<file path="config.mk">
export PLATFORM = sky130hd
export DESIGN_NAME = xlat_tlb
export DESIGN_NICKNAME = d
export VERILOG_FILES = /design/src/rtl/tlb_pkg.sv /design/src/rtl/tlb_way_store.sv /design/src/rtl/tlb_lru_bits.sv /design/src/rtl/tlb_hit_select.sv /design/src/rtl/xlat_tlb.sv
export SDC_FILE = /design/constraint.sdc
export NUM_CORES = 1
export LEC_CHECK = 0
export BUFFER_PORTS_ARGS = -buffer_cell sky130_fd_sc_hd__buf_2
export CAP_MARGIN = 30
export CORE_MARGIN = 1.5
export CORE_UTILIZATION = 55
export CTS_CLUSTER_SIZE = 24
export DETAILED_ROUTE_END_ITERATION = 10
export GPL_ROUTABILITY_DRIVEN = 1
export PLACE_DENSITY = 0.71
export SLEW_MARGIN = 30
export SYNTH_ARGS = -nofsm -noshare
export SYNTH_HDL_FRONTEND = slang
export SYNTH_SLANG_ARGS = --single-unit
export TNS_END_PERCENT = 1
</file>
<file path="constraint.sdc">
create_clock -name clk -period 10.5 [get_ports clk]
set_input_delay 0.525 -clock clk [delete_from_list [all_inputs] [get_ports clk]]
set_output_delay 0.525 -clock clk [all_outputs]
set_load 0.01 [all_outputs]
</file>
<file path="src/rtl/tlb_pkg.sv">
package tlb_pkg;

   localparam int TLB_WAYS = 2;

   // Way choice for a fill: a matching way first, then an empty way
   // (way 0 before way 1), then the older way named by the set's bit.
   function automatic logic pick_fill_way(input logic [1:0] match,
                                          input logic [1:0] occupied,
                                          input logic       older_way);
      if (match[0])     return 1'b0;
      if (match[1])     return 1'b1;
      if (!occupied[0]) return 1'b0;
      if (!occupied[1]) return 1'b1;
      return older_way;
   endfunction

endpackage

</file>
<file path="src/rtl/tlb_way_store.sv">
module tlb_way_store #(
   parameter int SET_W  = 4,
   parameter int TAG_W  = 16,
   parameter int PPN_W  = 20,
   parameter int PERM_W = 4
) (
   input  logic              clk,
   input  logic              rst_n,
   input  logic              flush,
   input  logic              wr_en,
   input  logic [SET_W-1:0]  wr_set,
   input  logic [TAG_W-1:0]  wr_tag,
   input  logic [PPN_W-1:0]  wr_ppn,
   input  logic [PERM_W-1:0] wr_perm,
   input  logic [SET_W-1:0]  rd_set,
   output logic              rd_vld,
   output logic [TAG_W-1:0]  rd_tag,
   output logic [PPN_W-1:0]  rd_ppn,
   output logic [PERM_W-1:0] rd_perm,
   input  logic [SET_W-1:0]  pr_set,
   output logic              pr_vld,
   output logic [TAG_W-1:0]  pr_tag
);

   localparam int SETS = 1 << SET_W;

   logic [SETS-1:0]   vld_q;
   logic [TAG_W-1:0]  tag_q  [SETS];
   logic [PPN_W-1:0]  ppn_q  [SETS];
   logic [PERM_W-1:0] perm_q [SETS];

   always_ff @(posedge clk or negedge rst_n) begin
      if (!rst_n) begin
         vld_q <= '0;
      end else if (flush) begin
         vld_q <= '0;
      end else if (wr_en) begin
         vld_q[wr_set] <= 1'b1;
      end
   end

   always_ff @(posedge clk) begin
      if (wr_en) begin
         tag_q[wr_set]  <= wr_tag;
         ppn_q[wr_set]  <= wr_ppn;
         perm_q[wr_set] <= wr_perm;
      end
   end

   assign rd_vld  = vld_q[rd_set];
   assign rd_tag  = tag_q[rd_set];
   assign rd_ppn  = ppn_q[rd_set];
   assign rd_perm = perm_q[rd_set];
   assign pr_vld  = vld_q[pr_set];
   assign pr_tag  = tag_q[pr_set];

endmodule

</file>
<file path="src/rtl/tlb_lru_bits.sv">
module tlb_lru_bits #(
   parameter int SET_W = 4
) (
   input  logic             clk,
   input  logic             rst_n,
   input  logic             hit_en,
   input  logic [SET_W-1:0] hit_set,
   input  logic             hit_way,
   input  logic             fill_en,
   input  logic [SET_W-1:0] fill_set,
   input  logic             fill_way,
   input  logic [SET_W-1:0] rd_set,
   output logic             rd_older
);

   localparam int SETS = 1 << SET_W;

   // Bit per set names the way touched less recently.
   logic [SETS-1:0] older_q;

   always_ff @(posedge clk or negedge rst_n) begin
      if (!rst_n) begin
         older_q <= '0;
      end else begin
         for (int s = 0; s < SETS; s++) begin
            if (fill_en && fill_set == SET_W'(s)) begin
               older_q[s] <= ~fill_way;
            end else if (hit_en && hit_set == SET_W'(s)) begin
               older_q[s] <= ~hit_way;
            end
         end
      end
   end

   assign rd_older = older_q[rd_set];

endmodule

</file>
<file path="src/rtl/tlb_hit_select.sv">
module tlb_hit_select #(
   parameter int WAYS   = 2,
   parameter int TAG_W  = 16,
   parameter int PPN_W  = 20,
   parameter int PERM_W = 4
) (
   input  logic [TAG_W-1:0]             req_tag,
   input  logic [WAYS-1:0]              way_vld,
   input  logic [WAYS-1:0][TAG_W-1:0]   way_tag,
   input  logic [WAYS-1:0][PPN_W-1:0]   way_ppn,
   input  logic [WAYS-1:0][PERM_W-1:0]  way_perm,
   output logic                         hit,
   output logic                         hit_way,
   output logic [PPN_W-1:0]             hit_ppn,
   output logic [PERM_W-1:0]            hit_perm
);

   logic [WAYS-1:0] match;

   for (genvar w = 0; w < WAYS; w++) begin : g_cmp
      assign match[w] = way_vld[w] && (way_tag[w] == req_tag);
   end

   always_comb begin
      hit      = |match;
      hit_way  = match[0] ? 1'b0 : 1'b1;
      hit_ppn  = match[0] ? way_ppn[0]  : way_ppn[1];
      hit_perm = match[0] ? way_perm[0] : way_perm[1];
   end

endmodule

</file>
<file path="src/rtl/xlat_tlb.sv">
module xlat_tlb #(
   parameter int VPN_W  = 20,
   parameter int OFF_W  = 12,
   parameter int PPN_W  = 20,
   parameter int PERM_W = 4,
   parameter int SET_W  = 4,
   parameter int WAYS   = 2
) (
   input  logic                   clk,
   input  logic                   rst_n,
   input  logic                   lk_valid,
   input  logic [VPN_W+OFF_W-1:0] lk_vaddr,
   input  logic                   fill_valid,
   input  logic [VPN_W-1:0]       fill_vpn,
   input  logic [PPN_W-1:0]       fill_ppn,
   input  logic [PERM_W-1:0]      fill_perm,
   input  logic                   flush,
   output logic                   res_valid,
   output logic                   res_hit,
   output logic [PPN_W+OFF_W-1:0] res_paddr,
   output logic [PERM_W-1:0]      res_perm
);

   import tlb_pkg::*;

   localparam int TAG_W = VPN_W - SET_W;
   localparam int VA_W  = VPN_W + OFF_W;
   localparam int PA_W  = PPN_W + OFF_W;

   if (WAYS != TLB_WAYS) begin : g_bad_ways
      $error("xlat_tlb: replacement bit supports exactly two ways");
   end
   if (SET_W < 1 || SET_W >= VPN_W) begin : g_bad_sets
      $error("xlat_tlb: SET_W must leave at least one tag bit");
   end
   if (OFF_W < 1 || PPN_W < 1 || PERM_W < 1) begin : g_bad_widths
      $error("xlat_tlb: offset, page and permission widths must be positive");
   end

   // Address split
   logic [VPN_W-1:0] lk_vpn;
   logic [SET_W-1:0] lk_set, fl_set;
   logic [TAG_W-1:0] lk_tag, fl_tag;
   logic [OFF_W-1:0] lk_off;

   assign lk_vpn = lk_vaddr[VA_W-1:OFF_W];
   assign lk_off = lk_vaddr[OFF_W-1:0];
   assign lk_set = lk_vpn[SET_W-1:0];
   assign lk_tag = lk_vpn[VPN_W-1:SET_W];
   assign fl_set = fill_vpn[SET_W-1:0];
   assign fl_tag = fill_vpn[VPN_W-1:SET_W];

   // Way storage
   logic [WAYS-1:0]             rd_vld, pr_vld, pr_match, wr_en;
   logic [WAYS-1:0][TAG_W-1:0]  rd_tag, pr_tag;
   logic [WAYS-1:0][PPN_W-1:0]  rd_ppn;
   logic [WAYS-1:0][PERM_W-1:0] rd_perm;
   logic                        fill_way, older_way, fill_go;

   assign fill_go = fill_valid && !flush;

   for (genvar w = 0; w < WAYS; w++) begin : g_way
      assign wr_en[w]    = fill_go && (fill_way == 1'(w));
      assign pr_match[w] = pr_vld[w] && (pr_tag[w] == fl_tag);

      tlb_way_store #(
         .SET_W (SET_W),
         .TAG_W (TAG_W),
         .PPN_W (PPN_W),
         .PERM_W(PERM_W)
      ) i_way (
         .clk    (clk),
         .rst_n  (rst_n),
         .flush  (flush),
         .wr_en  (wr_en[w]),
         .wr_set (fl_set),
         .wr_tag (fl_tag),
         .wr_ppn (fill_ppn),
         .wr_perm(fill_perm),
         .rd_set (lk_set),
         .rd_vld (rd_vld[w]),
         .rd_tag (rd_tag[w]),
         .rd_ppn (rd_ppn[w]),
         .rd_perm(rd_perm[w]),
         .pr_set (fl_set),
         .pr_vld (pr_vld[w]),
         .pr_tag (pr_tag[w])
      );
   end

   always_comb begin
      fill_way = pick_fill_way(pr_match, pr_vld, older_way);
   end

   // Lookup compare
   logic              hit, hit_way, hit_en;
   logic [PPN_W-1:0]  hit_ppn;
   logic [PERM_W-1:0] hit_perm;

   tlb_hit_select #(
      .WAYS  (WAYS),
      .TAG_W (TAG_W),
      .PPN_W (PPN_W),
      .PERM_W(PERM_W)
   ) i_hit (
      .req_tag (lk_tag),
      .way_vld (rd_vld),
      .way_tag (rd_tag),
      .way_ppn (rd_ppn),
      .way_perm(rd_perm),
      .hit     (hit),
      .hit_way (hit_way),
      .hit_ppn (hit_ppn),
      .hit_perm(hit_perm)
   );

   assign hit_en = lk_valid && hit && !flush;

   // Recency bits
   tlb_lru_bits #(
      .SET_W(SET_W)
   ) i_lru (
      .clk     (clk),
      .rst_n   (rst_n),
      .hit_en  (hit_en),
      .hit_set (lk_set),
      .hit_way (hit_way),
      .fill_en (fill_go),
      .fill_set(fl_set),
      .fill_way(fill_way),
      .rd_set  (fl_set),
      .rd_older(older_way)
   );

   // Registered result
   always_ff @(posedge clk or negedge rst_n) begin
      if (!rst_n) begin
         res_valid <= 1'b0;
         res_hit   <= 1'b0;
         res_paddr <= '0;
         res_perm  <= '0;
      end else begin
         res_valid <= lk_valid;
         res_hit   <= hit_en;
         res_paddr <= hit_en ? {hit_ppn, lk_off} : '0;
         res_perm  <= hit_en ? hit_perm : '0;
      end
   end

endmodule

</file>
* Yosys cells after proc, flatten, opt, wreduce, memory -nomap -nowiden
Memory sizes are Yosys's and may differ from the RTL's.
Cells that the tools add are included.
** Storage, ports and cells
- Bits in registers :: 86
- Bits in writable memories :: 1280
- Input port bits :: 81
- Output and inout port bits :: 38
- Word-level logic and storage cells :: 206
- Memories :: 6
** Memory list
- g_way[0].i_way.ppn_q :: depth 16, bits a word 20, rd ports 1, clocked after Yosys merged registers in 0, wr ports 1, line tlb_way_store.sv:29 : logic [PPN_W-1:0] ppn_q [SETS];
- g_way[1].i_way.ppn_q :: depth 16, bits a word 20, rd ports 1, clocked after Yosys merged registers in 0, wr ports 1, line tlb_way_store.sv:29
- g_way[0].i_way.tag_q :: depth 16, bits a word 16, rd ports 2, clocked after Yosys merged registers in 0, wr ports 1, line tlb_way_store.sv:28 : logic [TAG_W-1:0] tag_q [SETS];
- g_way[1].i_way.tag_q :: depth 16, bits a word 16, rd ports 2, clocked after Yosys merged registers in 0, wr ports 1, line tlb_way_store.sv:28
- g_way[0].i_way.perm_q :: depth 16, bits a word 4, rd ports 1, clocked after Yosys merged registers in 0, wr ports 1, line tlb_way_store.sv:30 : logic [PERM_W-1:0] perm_q [SETS];
- g_way[1].i_way.perm_q :: depth 16, bits a word 4, rd ports 1, clocked after Yosys merged registers in 0, wr ports 1, line tlb_way_store.sv:30
** Cells by class
- Order comparisons :: 3
- Equal/unequal tests :: 34
- Muxes and demuxes :: 74
- Bitwise gates (word level) :: 3
- Reductions and logical operators :: 64
** Operators with widths (count)
- == test 16 bit :: 4
- == test 4 bit (second input constant) :: 16
- two-way mux 16 bit :: 4
- two-way mux 1 bit :: 60
- logical AND 1 bit :: 42
- nonzero test 2 bit :: 18
- == test 4 x 3 -> 1 bit (second input constant) :: 8
- two-way mux 32 bit :: 1
- OR 16 bit :: 2
- binary-select mux 1 bit (select 4 bit) :: 5
- two-way mux 20 bit :: 1
- == test 4 x 2 -> 1 bit (second input constant) :: 4
- less-than comparator 4 x 5 -> 1 bit (second input constant) :: 2
- == test 4 x 1 -> 1 bit (second input constant) :: 2
- zero test 4 bit :: 2
- two-way mux 4 bit :: 2
- demux 1 bit (select 4 bit) :: 1
- greater-or-equal comparator 4 x 1 -> 1 bit (second input constant) :: 1
- OR reduction 2 bit :: 1
- zero test 1 bit :: 1
- inverter 1 bit :: 1

* Logic depth before layout (Yosys ltp)
- Word-level depth :: 18
- Depth in mapped cells :: 16
- Depth with buffers taken out :: 9

* Cells and area by module
From an unflattened synthesis, not the netlist that was laid out.
** Second synthesis, totals
- Cell total of the unflattened synthesis :: 2762
- Area, all modules :: 56973.4 sq um
** Modules (own cells, without submodules)
- tlb_way_store (g_way[0].i_way) :: instances 1, cells each 1214, area each 26724.4 sq um
- tlb_way_store (g_way[1].i_way) :: instances 1, cells each 1214, area each 26694.4 sq um
- xlat_tlb :: instances 1, cells each 128, area each 1611.5 sq um
- tlb_lru_bits :: instances 1, cells each 132, area each 1179.9 sq um
- tlb_hit_select :: instances 1, cells each 74, area each 763.2 sq um

* Least setup slack after synthesis
OpenSTA, ideal clock, no wires.
- Path type :: input to register
- Start point :: in fill_vpn[0]
- End point :: mem g_way[1].i_way.perm_q[0][0], enable pin
- Library setup time :: 0.441 ns
- Arrival time :: 4.559 ns
- Setup slack :: 5.501 ns
- Cell stages on the path :: 12
- Buffers on the path :: 4
- Path through :: buf_6 -> buf_8 -> buf_6 -> buf_2 -> mux2_2 -> a21oi_1 -> a221oi_1 -> a2111oi_1 -> o2111ai_1 -> nor4_4 -> o21bai_4 -> nor2_1
** Between the ends
- Word-level cells in the longest chain between the ends :: 13
- Elaborated cells on any way between the ends :: 32
- Classes of those cells :: eq/ne (2); mux (25); reduce/logical (3); memory (2)
** RTL lines
- start, declared :: line xlat_tlb.sv:14 : input logic [VPN_W-1:0] fill_vpn,
- memory read (16 x 16 bit) / binary-select mux 1 bit (select 4 bit) (equally long branches)
- == test 16 bit / two-way mux 1 bit (equally long branches) :: line xlat_tlb.sv:64, tlb_way_store.sv:54
- logical AND 1 bit / two-way mux 1 bit (equally long branches) :: line xlat_tlb.sv:64, tlb_pkg.sv:13
- two-way mux 1 bit, on equally long branches :: line tlb_pkg.sv:11, tlb_pkg.sv:13
- two-way mux 1 bit :: line tlb_pkg.sv:12 : if (!occupied[0]) return 1'b0;
- two-way mux 1 bit, on equally long branches :: line tlb_pkg.sv:13, tlb_pkg.sv:11
- two-way mux 1 bit :: line tlb_pkg.sv:14 : return older_way;
- two-way mux 1 bit :: line tlb_pkg.sv:13 : if (!occupied[1]) return 1'b1;
- two-way mux 1 bit :: line tlb_pkg.sv:12
- two-way mux 1 bit :: line tlb_pkg.sv:11 : if (match[1]) return 1'b1;
- logical AND 1 bit :: line xlat_tlb.sv:63 : assign wr_en[w] = fill_go && (fill_way == 1'(w));
- two-way mux 1 bit :: line tlb_way_store.sv:43 : if (wr_en) begin
- two-way mux 1 bit (implied by the code) :: line tlb_way_store.sv:46 : perm_q[wr_set] <= wr_perm;
- end, declared :: line tlb_way_store.sv:30
Parallel ways exist; a longest one is shown, timed or not. The select of a mux whose other input is x is not followed.

* Final worst setup path
- Start point :: in fill_vpn[1]
- End point :: mem g_way[0].i_way.ppn_q[1][7], enable pin
** Between the ends
- Word-level cells in the longest chain between the ends :: 14
- Elaborated cells on any way between the ends :: 33
- Classes of those cells :: eq/ne (2); mux (25); bitwise (1); reduce/logical (3); memory (2)
** RTL lines
- memory read (16 x 16 bit) / binary-select mux 1 bit (select 4 bit) (equally long branches)
- == test 16 bit / two-way mux 1 bit (equally long branches) :: line xlat_tlb.sv:64, tlb_way_store.sv:54
- logical AND 1 bit / two-way mux 1 bit (equally long branches) :: line xlat_tlb.sv:64, tlb_pkg.sv:13
- two-way mux 1 bit, on equally long branches :: line tlb_pkg.sv:11, tlb_pkg.sv:13
- two-way mux 1 bit :: line tlb_pkg.sv:12
- two-way mux 1 bit, on equally long branches :: line tlb_pkg.sv:13, tlb_pkg.sv:11
- two-way mux 1 bit :: line tlb_pkg.sv:14
- two-way mux 1 bit :: line tlb_pkg.sv:13
- two-way mux 1 bit :: line tlb_pkg.sv:12
- two-way mux 1 bit :: line tlb_pkg.sv:11
- inverter 1 bit :: line xlat_tlb.sv:63
- logical AND 1 bit :: line xlat_tlb.sv:63
- two-way mux 1 bit :: line tlb_way_store.sv:43
- two-way mux 1 bit (implied by the code) :: line tlb_way_store.sv:45 : ppn_q[wr_set] <= wr_ppn;
- end, declared :: line tlb_way_store.sv:29
Parallel ways exist; a longest one is shown, timed or not. The select of a mux whose other input is x is not followed.

==> flow_metrics.env <==
export IMPL_ant_nets=0
export IMPL_reg2reg_slack_ns=5.74
export IMPL_ir_drop_uv=124.7
export IMPL_synth_area_leaders="edfxtp_1, mux4_2, dfrtp_1"
export IMPL_cts_resized=0
export IMPL_cts_max_level=4
export IMPL_grt_pass1_wl_um=227800
export IMPL_antenna_found_initial=7
export IMPL_rsz0062_at_grt="no"
export IMPL_max_freq_mhz=175.2
export IMPL_tns_ns=0
export IMPL_finalClockSkew_ns=0.03427
export IMPL_synthXorXnorAreaFrac_pct=1.032
export IMPL_max_slew_margin_pct=29.58
export IMPL_crit_required_ns=10.88
export IMPL_hold_path_startpoint="flush"
export IMPL_synth_nets=2967
export IMPL_hold_viol=0
export IMPL_synth_compound_area_share_pct=2.726
export IMPL_drt_iter0_markers=4015
export IMPL_drv_slew=0
export IMPL_finalCriticalPeriod_ns=5.707
export IMPL_yosysSeqAreaShare_pct=69.32
export IMPL_p_leak_uw=0.02165
export IMPL_grt_util_all_layers_pct=29.81
export IMPL_viasPerCell=6.842
export IMPL_crit_type="in2reg"
export IMPL_synth_top_family_by_area="multiplexers"
export IMPL_cts_made_buffers=140
export IMPL_die_w_um=329.3
export IMPL_r2r_end="g_way[0].i_way.ppn_q[1][7]"
export IMPL_io_pins=119
export IMPL_nets=3135
export IMPL_grt_max_degree=97
export IMPL_wire_per_inst_um=34.69
export IMPL_synth_seq_cells=1366
export IMPL_max_slew_worst_pin_slew_ns=1.056
export IMPL_endpoint_kind="register"
export IMPL_power_density_mw_per_mm2=180.4
export IMPL_synth_warnings=0
export IMPL_grt_overflow_total=0
export IMPL_synth_cells=2886
export IMPL_clk_path_buf_depth=3
export IMPL_ys_flop_type="edfxtp_1"
export IMPL_synth_async_sr_flop_share_pct=6.296
export IMPL_synth_mux_area_share_pct=21.84
export IMPL_cts_root_buf="clkbuf_16"
export IMPL_syn_avg_cell_area_sq_um=20.29
export IMPL_worstRegToRegCells=10
export IMPL_place_ws_ns=4.031
export IMPL_hold_class="in2reg"
export IMPL_synth_fa_ha_area_share_pct=0
export IMPL_fin_ws_ns=4.794
export IMPL_cts_clk_slew_worst_paths_ns=0.06
export IMPL_dieArea_sq_mm=0.1084
export IMPL_worst_path_max_fanout=48
export IMPL_cts_tree="yes"
export IMPL_grt_pass1_vias=32259
export IMPL_routed_wl_um=158200
export IMPL_clock_latency_ns=0.76
export IMPL_place_gp_congestion=0.9092
export IMPL_syn_area_sq_mm=0.05856
export IMPL_min_to="g_way[0].i_way.vld_q[0]"
export IMPL_start_kind="input port"
export IMPL_initial_core_util_pct=55.55
export IMPL_die_height_um=329.3
export IMPL_yosys_area_share_simple_pct=3.135
export IMPL_synthDistinctLibCells=81
export IMPL_fp_row_count=119
export IMPL_dp_hpwl_um=92140
export IMPL_r2r_start="g_way[0].i_way.tag_q[14][13]"
export IMPL_coreArea_sq_mm=0.1054
export IMPL_final_setup_viol_count=0
export IMPL_arrival_ns=6.09
export IMPL_areaGrowthSynthToFinish_pct=12.05
export IMPL_layout_drive_gt1_share_pct=30.91
export IMPL_final_min_period_over_clock_period_pct=54.35
export IMPL_outcome="finished with violations"
export IMPL_maxCapViolCount=0
export IMPL_yosysTopAreaCell="edfxtp_1"
export IMPL_synth_edf_count=1280
export IMPL_violations="design-rule violations"
export IMPL_via_count=31213
export IMPL_postCtsSetupRepairBufs=0
export IMPL_whs_path_depth=2
export IMPL_route_detailed_drc=10
export IMPL_dr_pass1_iters=9
export IMPL_synth_top_area_share_pct=65.64
export IMPL_port_buffers=118
export IMPL_clkSinkCount=1366
export IMPL_final_util_pct=62.24
layout make-up:
type	instances	area, sq um
antenna	1	2.502
clock buffer	178	3781
clock inverter	80	919.6
fill	7142	39800
inverter	29	108.9
multi-input combinational	1308	17010
sequential	1366	40590
tap	1391	1740
timing repair buffer	209	1466
synthesized netlist by cell type, types with 33 or more instances:
library cell  instances
mux4_2              480
mux2i_1             165
a22oi_1              35
edfxtp_1           1280
clkbuf_1             60
buf_2                66
dfrtp_1              86
nor3_1               33
xnor2_1              48
nor2_1               73
a21oi_1              38
nand2_1             115
layout by cell type, fill, tap and decap left out, types with 15 or more instances in the layout:
| cell type | instances |
|---|---|
| a21oi_1 | 38 |
| xnor2_1 | 48 |
| buf_4 | 72 |
| mux2_2 | 29 |
| clkbuf_1 | 29 |
| buf_2 | 110 |
| a22oi_1 | 35 |
| clkbuf_16 | 144 |
| nor2_4 | 33 |
| xor2_1 | 21 |
| nand2_1 | 115 |
| nand3_1 | 18 |
| bufinv_16 | 16 |
| inv_1 | 26 |
| clkinv_2 | 19 |
| o21ai_0 | 15 |
| mux2i_1 | 165 |
| clkinv_1 | 23 |
| nor3_1 | 33 |
| edfxtp_1 | 1280 |
| nor2_1 | 51 |
| dfrtp_1 | 86 |
| mux4_2 | 480 |
layer usage:
metal | up-vias | wire length, um | track usage, %
met1 | 16467 | 58120 | 39.58
met3 | 387 | 14170 | 5.576
met5 | - | 60 | 0
met2 | 1894 | 78590 | 48.59
met4 | 8 | 7304 | 13.36
li1 | 12457 | - | -
kinds of logic after synthesis:
family,Yosys count
xor gates and xnor gates,69
muxes,674
buffers and inverters,212
AOI/OAI and AO/OA,216
and+or+nand+nor,349
DFF,1366
metrics by stage:
| stage | instances | cell area, sq um | total power [uW] | hold slack (ns) |
|---|---|---|---|---|
| 2_1_floorplan | 2886 | 58560 | 6590 | 0.2294 |
| 3_3_place_gp | 4285 | 60650 | 6857 | 0.4523 |
| 3_5_place_dp | 4286 | 60680 | 6874 | 0.4664 |
| 4_1_cts | 4558 | 65520 | 11880 | 0.1070 |
| 5_1_grt | 4561 | 65610 | 12130 | 0.1469 |
| 6_report | 4562 | 65610 | 11840 | 0.1516 |
worst max-delay path by stage:
stage | from | to | slack (ns) | depth (start not counted)
after floorplan | fill_vpn[0] | g_way[1].i_way.perm_q[0][0] | 5.50 | 12
after global placement | fill_vpn[0] | g_way[0].i_way.ppn_q[1][13] | 4.15 | 12
after detailed placement | fill_vpn[0] | g_way[0].i_way.ppn_q[1][13] | 4.03 | 12
after CTS | fill_vpn[0] | g_way[0].i_way.ppn_q[1][0] | 4.80 | 12
after global routing | fill_vpn[0] | g_way[0].i_way.ppn_q[1][10] | 4.41 | 12
final | fill_vpn[1] | g_way[0].i_way.ppn_q[1][7] | 4.79 | 13
flip-flops by register name, indices dropped and copies added, names as in the netlist:
register / flops
g_way.i_way.perm_q: 128
g_way.i_way.ppn_q: 640
g_way.i_way.tag_q: 512
g_way.i_way.vld_q: 32
i_lru.older_q: 16
res_hit: 1
res_paddr: 32
res_perm: 4
res_valid: 1
power breakdown:
part / internal [uW] / switching, uW
logic: 304 / 465
clock network: 2960 / 2100
registers: 5990 / 15.3
total: 9260 / 2580
worst max-delay path, stage by stage:
cell	delay [ns]
buf_6	0.45
buf_4	0.59
buf_4	0.69
mux4_2	0.41
mux2i_1	0.41
o221ai_1	0.17
o31a_1	0.14
a2111oi_0	0.48
and4_1	0.47
nor2_4	0.05
buf_4	0.29
nor2_4	0.69
buf_4	0.50
repair_timing:
| item | 4_1_cts | 5_1_grt |
|---|---|---|
| endpoints found under the hold margin | 38 | 0 |
| hold buffers | 14 | 0 |
| setup endpoints to repair | 0 | 0 |
(Power assumes the default switching activity.)
